**src/rtl/tsync_pkg.sv**
```systemverilog
package tsync_pkg;

  localparam int HALF_W = 32;
  localparam int CNT_W  = 2 * HALF_W;
  localparam int TGT_W  = CNT_W - 1;

  localparam logic [15:0] OFS_CTRL   = 16'h6908;
  localparam logic [15:0] OFS_CNT_LO = 16'h690C;
  localparam logic [15:0] OFS_CNT_HI = 16'h6910;
  localparam logic [15:0] OFS_CMP_LO = 16'h6918;
  localparam logic [15:0] OFS_CMP_HI = 16'h691C;

  localparam int CTL_RUN_BIT  = 0;
  localparam int CTL_HALT_BIT = 1;
  localparam int CTL_GO_BIT   = 2;
  localparam int CTL_SRC_LSB  = 16;
  localparam int CMP_ARM_BIT  = HALF_W - 1;

  typedef enum logic [1:0] {
    SRC_NONE = 2'b00,
    SRC_RSV1 = 2'b01,
    SRC_CMP0 = 2'b10,
    SRC_RSV3 = 2'b11
  } gpio_src_e;

  function automatic logic [CNT_W-1:0] cnt_advance(input logic [CNT_W-1:0] cur,
                                                   input logic [CNT_W-1:0] step);
    return cur + step;
  endfunction

  function automatic logic cmp_hit(input logic [TGT_W-1:0] cur,
                                   input logic [TGT_W-1:0] tgt);
    return cur == tgt;
  endfunction

endpackage

```
**src/rtl/tsync_counter.sv**
```systemverilog
module tsync_counter
  import tsync_pkg::*;
#(
  parameter int INC_NS = 10
) (
  input  logic              clk,
  input  logic              rst_n,
  input  logic              halt_i,
  input  logic              go_i,
  input  logic              ld_lo_i,
  input  logic              ld_hi_i,
  input  logic [HALF_W-1:0] ld_data_i,
  output logic [CNT_W-1:0]  count_o,
  output logic              running_o,
  output logic              step_o
);

  localparam logic [CNT_W-1:0] STEP = CNT_W'(INC_NS);

  logic [CNT_W-1:0] cnt_q;
  logic             run_q;

  // Named event: the counter takes an increment at the coming edge
  assign step_o = run_q && !ld_lo_i && !ld_hi_i;

  always_ff @(posedge clk or negedge rst_n) begin
    if (!rst_n) begin
      cnt_q <= '0;
      run_q <= 1'b1;
    end else begin
      if (halt_i)
        run_q <= 1'b0;
      else if (go_i)
        run_q <= 1'b1;

      if (ld_lo_i)
        cnt_q[HALF_W-1:0] <= ld_data_i;
      else if (ld_hi_i)
        cnt_q[CNT_W-1:HALF_W] <= ld_data_i;
      else if (step_o)
        cnt_q <= cnt_advance(cnt_q, STEP);
    end
  end

  assign count_o   = cnt_q;
  assign running_o = run_q;

endmodule

```
**src/rtl/tsync_compare.sv**
```systemverilog
module tsync_compare
  import tsync_pkg::*;
(
  input  logic              clk,
  input  logic              rst_n,
  input  logic              wr_lo_i,
  input  logic              wr_hi_i,
  input  logic [HALF_W-1:0] wdata_i,
  input  logic [TGT_W-1:0]  count_i,
  input  logic              running_i,
  output logic [TGT_W-1:0]  target_o,
  output logic              armed_o,
  output logic              fire_o
);

  logic [HALF_W-1:0] tgt_lo_q;
  logic [HALF_W-2:0] tgt_hi_q;
  logic              arm_q;
  logic [TGT_W-1:0]  target;

  assign target = {tgt_hi_q, tgt_lo_q};

  // Named event: one-shot firing at the coming edge
  assign fire_o = arm_q && running_i && cmp_hit(count_i, target);

  always_ff @(posedge clk or negedge rst_n) begin
    if (!rst_n) begin
      tgt_lo_q <= '0;
      tgt_hi_q <= '0;
      arm_q    <= 1'b0;
    end else begin
      if (wr_lo_i)
        tgt_lo_q <= wdata_i;
      if (wr_hi_i) begin
        tgt_hi_q <= wdata_i[HALF_W-2:0];
        arm_q    <= wdata_i[CMP_ARM_BIT];
      end else if (fire_o) begin
        arm_q    <= 1'b0;
      end
    end
  end

  assign target_o = target;
  assign armed_o  = arm_q;

endmodule

```
**src/rtl/tsync_gpio.sv**
```systemverilog
module tsync_gpio
  import tsync_pkg::*;
(
  input  logic       clk,
  input  logic       rst_n,
  input  logic       wr_ctrl_i,
  input  logic [1:0] src_wr_i,
  input  logic       fire_i,
  output logic [1:0] src_o,
  output logic       gpio_o
);

  gpio_src_e src_q;
  logic      lvl_q;
  logic      routed;

  assign routed = (src_q == SRC_CMP0);

  always_ff @(posedge clk or negedge rst_n) begin
    if (!rst_n) begin
      src_q <= SRC_NONE;
      lvl_q <= 1'b0;
    end else begin
      if (fire_i && routed)
        lvl_q <= ~lvl_q;
      if (wr_ctrl_i)
        src_q <= gpio_src_e'(src_wr_i);
    end
  end

  assign src_o  = src_q;
  assign gpio_o = routed & lvl_q;

endmodule

```
**src/rtl/tsync_timer.sv**
```systemverilog
module tsync_timer
  import tsync_pkg::*;
#(
  parameter int INC_NS = 10
) (
  input  logic              clk,
  input  logic              rst_n,
  input  logic [15:0]       addr_i,
  input  logic              wr_en_i,
  input  logic [HALF_W-1:0] wdata_i,
  output logic [HALF_W-1:0] rdata_o,
  output logic              gpio_o
);

  logic             wr_ctrl, wr_cnt_lo, wr_cnt_hi, wr_cmp_lo, wr_cmp_hi;
  logic [CNT_W-1:0] count;
  logic             running;
  logic             cnt_step;
  logic [TGT_W-1:0] target;
  logic             armed;
  logic             cmp_fire;
  logic [1:0]       src;

  assign wr_ctrl   = wr_en_i && (addr_i == OFS_CTRL);
  assign wr_cnt_lo = wr_en_i && (addr_i == OFS_CNT_LO);
  assign wr_cnt_hi = wr_en_i && (addr_i == OFS_CNT_HI);
  assign wr_cmp_lo = wr_en_i && (addr_i == OFS_CMP_LO);
  assign wr_cmp_hi = wr_en_i && (addr_i == OFS_CMP_HI);

  tsync_counter #(.INC_NS(INC_NS)) u_cnt (
    .clk       (clk),
    .rst_n     (rst_n),
    .halt_i    (wr_ctrl && wdata_i[CTL_HALT_BIT]),
    .go_i      (wr_ctrl && wdata_i[CTL_GO_BIT]),
    .ld_lo_i   (wr_cnt_lo),
    .ld_hi_i   (wr_cnt_hi),
    .ld_data_i (wdata_i),
    .count_o   (count),
    .running_o (running),
    .step_o    (cnt_step)
  );

  tsync_compare u_cmp (
    .clk       (clk),
    .rst_n     (rst_n),
    .wr_lo_i   (wr_cmp_lo),
    .wr_hi_i   (wr_cmp_hi),
    .wdata_i   (wdata_i),
    .count_i   (count[TGT_W-1:0]),
    .running_i (running),
    .target_o  (target),
    .armed_o   (armed),
    .fire_o    (cmp_fire)
  );

  tsync_gpio u_gpio (
    .clk       (clk),
    .rst_n     (rst_n),
    .wr_ctrl_i (wr_ctrl),
    .src_wr_i  (wdata_i[CTL_SRC_LSB+1:CTL_SRC_LSB]),
    .fire_i    (cmp_fire),
    .src_o     (src),
    .gpio_o    (gpio_o)
  );

  always_comb begin
    rdata_o = '0;
    unique case (addr_i)
      OFS_CTRL: begin
        rdata_o[CTL_SRC_LSB+1:CTL_SRC_LSB] = src;
        rdata_o[CTL_RUN_BIT]               = running;
      end
      OFS_CNT_LO: rdata_o = count[HALF_W-1:0];
      OFS_CNT_HI: rdata_o = count[CNT_W-1:HALF_W];
      OFS_CMP_LO: rdata_o = target[HALF_W-1:0];
      OFS_CMP_HI: rdata_o = {armed, target[TGT_W-1:HALF_W]};
      default:    rdata_o = '0;
    endcase
  end

endmodule

```
**config.mk**
```make
export PLATFORM = sky130hd
export DESIGN_NAME = tsync_timer
export DESIGN_NICKNAME = d
export VERILOG_FILES = /design/src/rtl/tsync_pkg.sv /design/src/rtl/tsync_counter.sv /design/src/rtl/tsync_compare.sv /design/src/rtl/tsync_gpio.sv /design/src/rtl/tsync_timer.sv
export SDC_FILE = /design/constraint.sdc
export NUM_CORES = 1
export LEC_CHECK = 0
export BUFFER_PORTS_ARGS = -buffer_cell sky130_fd_sc_hd__buf_2
export CAP_MARGIN = 20
export CORE_UTILIZATION = 51
export CTS_CLUSTER_DIAMETER = 60
export DETAILED_ROUTE_END_ITERATION = 6
export GPL_TIMING_DRIVEN = 0
export PLACE_DENSITY_LB_ADDON = 0.05
export SLEW_MARGIN = 20
export SYNTH_ARGS = -nofsm -noshare
export SYNTH_HDL_FRONTEND = slang
export SYNTH_SLANG_ARGS = --single-unit
export TNS_END_PERCENT = 100
```
**constraint.sdc**
```tcl
create_clock -name clk -period 2.8 [get_ports clk]
set_clock_uncertainty 0.05 [all_clocks]
set_input_delay 0.56 -clock clk [delete_from_list [all_inputs] [get_ports clk]]
set_output_delay 0.56 -clock clk [all_outputs]
set_load 0.01 [all_outputs]
```
==> out/results.tsv <==
metric	value	unit
status	finished, violations left	
failed_checks	DRC, setup timing	
clock_tree_from_tritoncts	built	
yosysWarnings	0	
hpwlAfterDp	26700	um
worst_slack	-69.8	ps
layout_min_cycle_time	2870	ps
grt_pass1_vias	8086	
drtIter0Drc	1290	
synth_nets	995	
layout-drive-gt1-share	27.2	%
core_region_area	15900	um2
dieWidth	130	um
area_delta_synth_final	25.5	%
clkSinkCount	132	
diodes	0	
share_of_synthesized_flip_flops_with_an_asynchronous_set_or_reset	100	%
cp.arrival	2260	ps
io_buffer_count	83	
whs	336	ps
vertical_die_dimension	130	um
routed_wirelength	38400	um
yosysSeqAreaShare	39.4	%
drt_pre_antenna_iters	7	
synth_cell_types	67	
syn-mean-instance-area	8.89	um2
start_util	52.6	%
cap_violations	0	
power.leakage	4.52	nW
wire_length_of_the_first_global_routing_pass	52900	um
fillCellCount	1325	
die_area	17000	um2
finalSetupTns	-641	ps
level_count_of_the_clock_h_tree	4	
placement_row_count	46	
root_buffer	clkbuf_16	
start_kind	primary input	
grt_util_all_layers	44.9	%
final-seq-area	3300	um2
layout_worst_path_cycle_share	102	%
timing.hold.worst.class	in2reg	
postSynthRegisterBits	132	
relSlewSlack	30.3	%
place_congestion	1.04	
layout.nets	1125	
irDropWorstVdd	0.476	mV
wl_per_cell	29.5	um
setup_viol_count_final	25	
final-hold-violation-count	0	
cts_bufs_inserted	17	
crit_path_max_fanout	8	
yosys.area.top_type_share	39.1	%
crit_type	in2out	
final_max_slew_viol_count	0	
rsz0062_at_grt	true	
cts.clk_slew.worst_paths	70	ps
clk_latency	440	ps
cellPowerDensity	433	nW/um2
crit_required	2190	ps
drc_errors	1	
grt_start_max_net_pins	95	
antenna_violating_nets_post_route	0	
multi_input_comb_area	4950	um2
rrSetupSlack	70	ps
fmax	348	MHz
boundaryPins	84	
post_synth_inst_count	943	
grt_remaining_overflow	0	
grt_antenna_before_repair	0	
crit_path_end_kind	output port	
cell_type_with_the_highest_aggregate_area_in_the_netlist	dfrtp_1	
ctsLongestPathBuffers	2	
vias	9045	
post_synth_main_area_contributors	dfrtp_1 (39%), mux2_2 (8.3%), xnor2_1 (6.0%)	
worst_max_slew_pin_slew	1050	ps
cell_area_after_synthesis	8390	um2
synth-edff-count	0	
vias_per_cell	6.95	
ys_dominant_reg_cell	dfrtp_1	
==> cells by family after synthesis <==
| kind of cell | after synthesis | share of synthesized area, % |
|---|---|---|
| and+or+nand+nor | 352 | 22.3 |
| AOI/OAI and AO/OA | 226 | 17.9 |
| DFF | 132 | 39.4 |
| buffers and inverters | 103 | 4.95 |
| xor gates and xnor gates | 67 | 7.00 |
| muxes | 62 | 8.32 |
| adders and majority gates | 1 | 0.149 |
==> routing by layer <==
metal	up-vias	track usage [%]	share of wire (%)
li1	3754	-	-
met5	-	0	0
met4	0	31.0	7.2
met3	184	11.1	13
met1	4385	60.5	38
met2	722	63.2	41
==> placed cells by master, fill, tap and decap left out, types with 10 or more instances in the layout <==
master / Yosys / layout
o22ai_1: 23 / 23
dfrtp_1: 131 / 131
nor2_1: 54 / 53
nor4_1: 22 / 18
buf_2: 7 / 84
xor2_1: 10 / 10
a21oi_1: 46 / 46
nor2b_1: 15 / 15
buf_4: 3 / 26
o21ai_0: 45 / 43
nand4_1: 38 / 38
a22oi_1: 62 / 34
a22oi_2: 0 / 28
and3_1: 12 / 12
inv_1: 31 / 31
clkbuf_16: 0 / 22
nand3_1: 31 / 30
xnor2_1: 57 / 57
nand2_1: 100 / 99
clkbuf_1: 55 / 36
mux2_2: 62 / 62
and4_1: 13 / 13
nor3_1: 33 / 30
==> worst max-delay path, cell delays in order <==
cell and delay [ps]:
buf_6 100, nor4b_4 340, nand4_1 260, nor3b_4 250, buf_6 220, clkbuf_16 200
a22oi_2 70, nand2_1 110, buf_2 140
==> worst paths after layout <==
path	endpoint	cells after the start	from
worst max register to register	u_cnt.count_o[48]	6	u_cnt.count_o[10]
worst max-delay path	rdata_o[21]	9	addr_i[0]
min in group asynchronous	u_cmp.tgt_lo_q[9]	2	rst_n
worst min-delay path	u_cnt.count_o[29]	3	wdata_i[29]
max in group asynchronous	u_cmp.tgt_hi_q[0]	3	rst_n
worst min register to register	u_gpio.lvl_q	2	u_gpio.lvl_q
==> report_power, final <==
group | internal (W) | total [W] | switching [W]
Clock | 0.00151 | 0.00248 | 0.000976
Combinational | 0.0000460 | 0.000158 | 0.000112
Sequential | 0.00191 | 0.00191 | 0.00000187
==> Yosys cell counts (3+ instances only) <==
| master | count |
|---|---|
| nand2b_1 | 6 |
| o31ai_1 | 4 |
| nor2b_1 | 15 |
| buf_2 | 7 |
| nand2_1 | 100 |
| nor4_1 | 22 |
| dfrtp_1 | 131 |
| nor3b_1 | 5 |
| a31oi_1 | 3 |
| a41o_1 | 3 |
| clkbuf_1 | 55 |
| xnor2_1 | 57 |
| a31o_2 | 4 |
| a21oi_1 | 46 |
| and3_1 | 12 |
| a22oi_1 | 62 |
| nor4b_1 | 3 |
| buf_1 | 5 |
| a2111o_1 | 3 |
| a211oi_1 | 4 |
| buf_4 | 3 |
| o22ai_1 | 23 |
| nor3_1 | 33 |
| a222oi_1 | 3 |
| nand4_1 | 38 |
| inv_1 | 31 |
| xor2_1 | 10 |
| and2_1 | 3 |
| nand3_1 | 31 |
| mux2_2 | 62 |
| a2111oi_0 | 5 |
| nor2_1 | 54 |
| o21ai_0 | 45 |
| and4_1 | 13 |
| o2bb2ai_1 | 3 |
==> per-stage QoR <==
step / util, % / cells / instance area [um2] / setup slack (ps) / total power [W]
3_3_place_gp: 56.9 / 1242 / 9070 / -930 / 0.00208
3_5_place_dp: 57.1 / 1243 / 9110 / -936 / 0.00208
4_1_cts: 62.8 / 1285 / 10000 / -20.1 / 0.00452
5_1_grt: 66.0 / 1302 / 10500 / -102 / 0.00462
6_report: 66.0 / 1302 / 10500 / -69.8 / 0.00455
2_1_floorplan: - / 943 / 8390 / 87.7 / 0.00196
==> flip-flops by register name, indices dropped and copies added (netlist names) <==
name,count
u_cnt.count_o,64
u_cmp.tgt_lo_q,32
u_cmp.tgt_hi_q,31
u_gpio.src_o,2
u_cmp.armed_o,1
u_cnt.running_o,1
u_gpio.lvl_q,1
==> area by class of cell <==
class                      count  share of cell area, %
clock inverter                13                   1.88
buffer                        69                   4.21
sequential                   132                   31.4
inverter                      31                   1.11
tap                          216                   2.57
timing repair buffer         114                   7.67
multi-input combinational    708                   47.1
clock buffer                  19                   4.11
==> repair_timing <==
| item | in CTS | in global routing |
|---|---|---|
| hold buffers | 1 | 0 |
| setup buffers | 10 | 14 |
| cloned | 0 | 5 |
| resized for setup | 48 | 76 |
| endpoints found under the hold margin | 38 | 0 |
| pin swaps | 11 | 63 |
| setup endpoints to repair | 51 | 61 |
(Power assumes the default switching activity.)
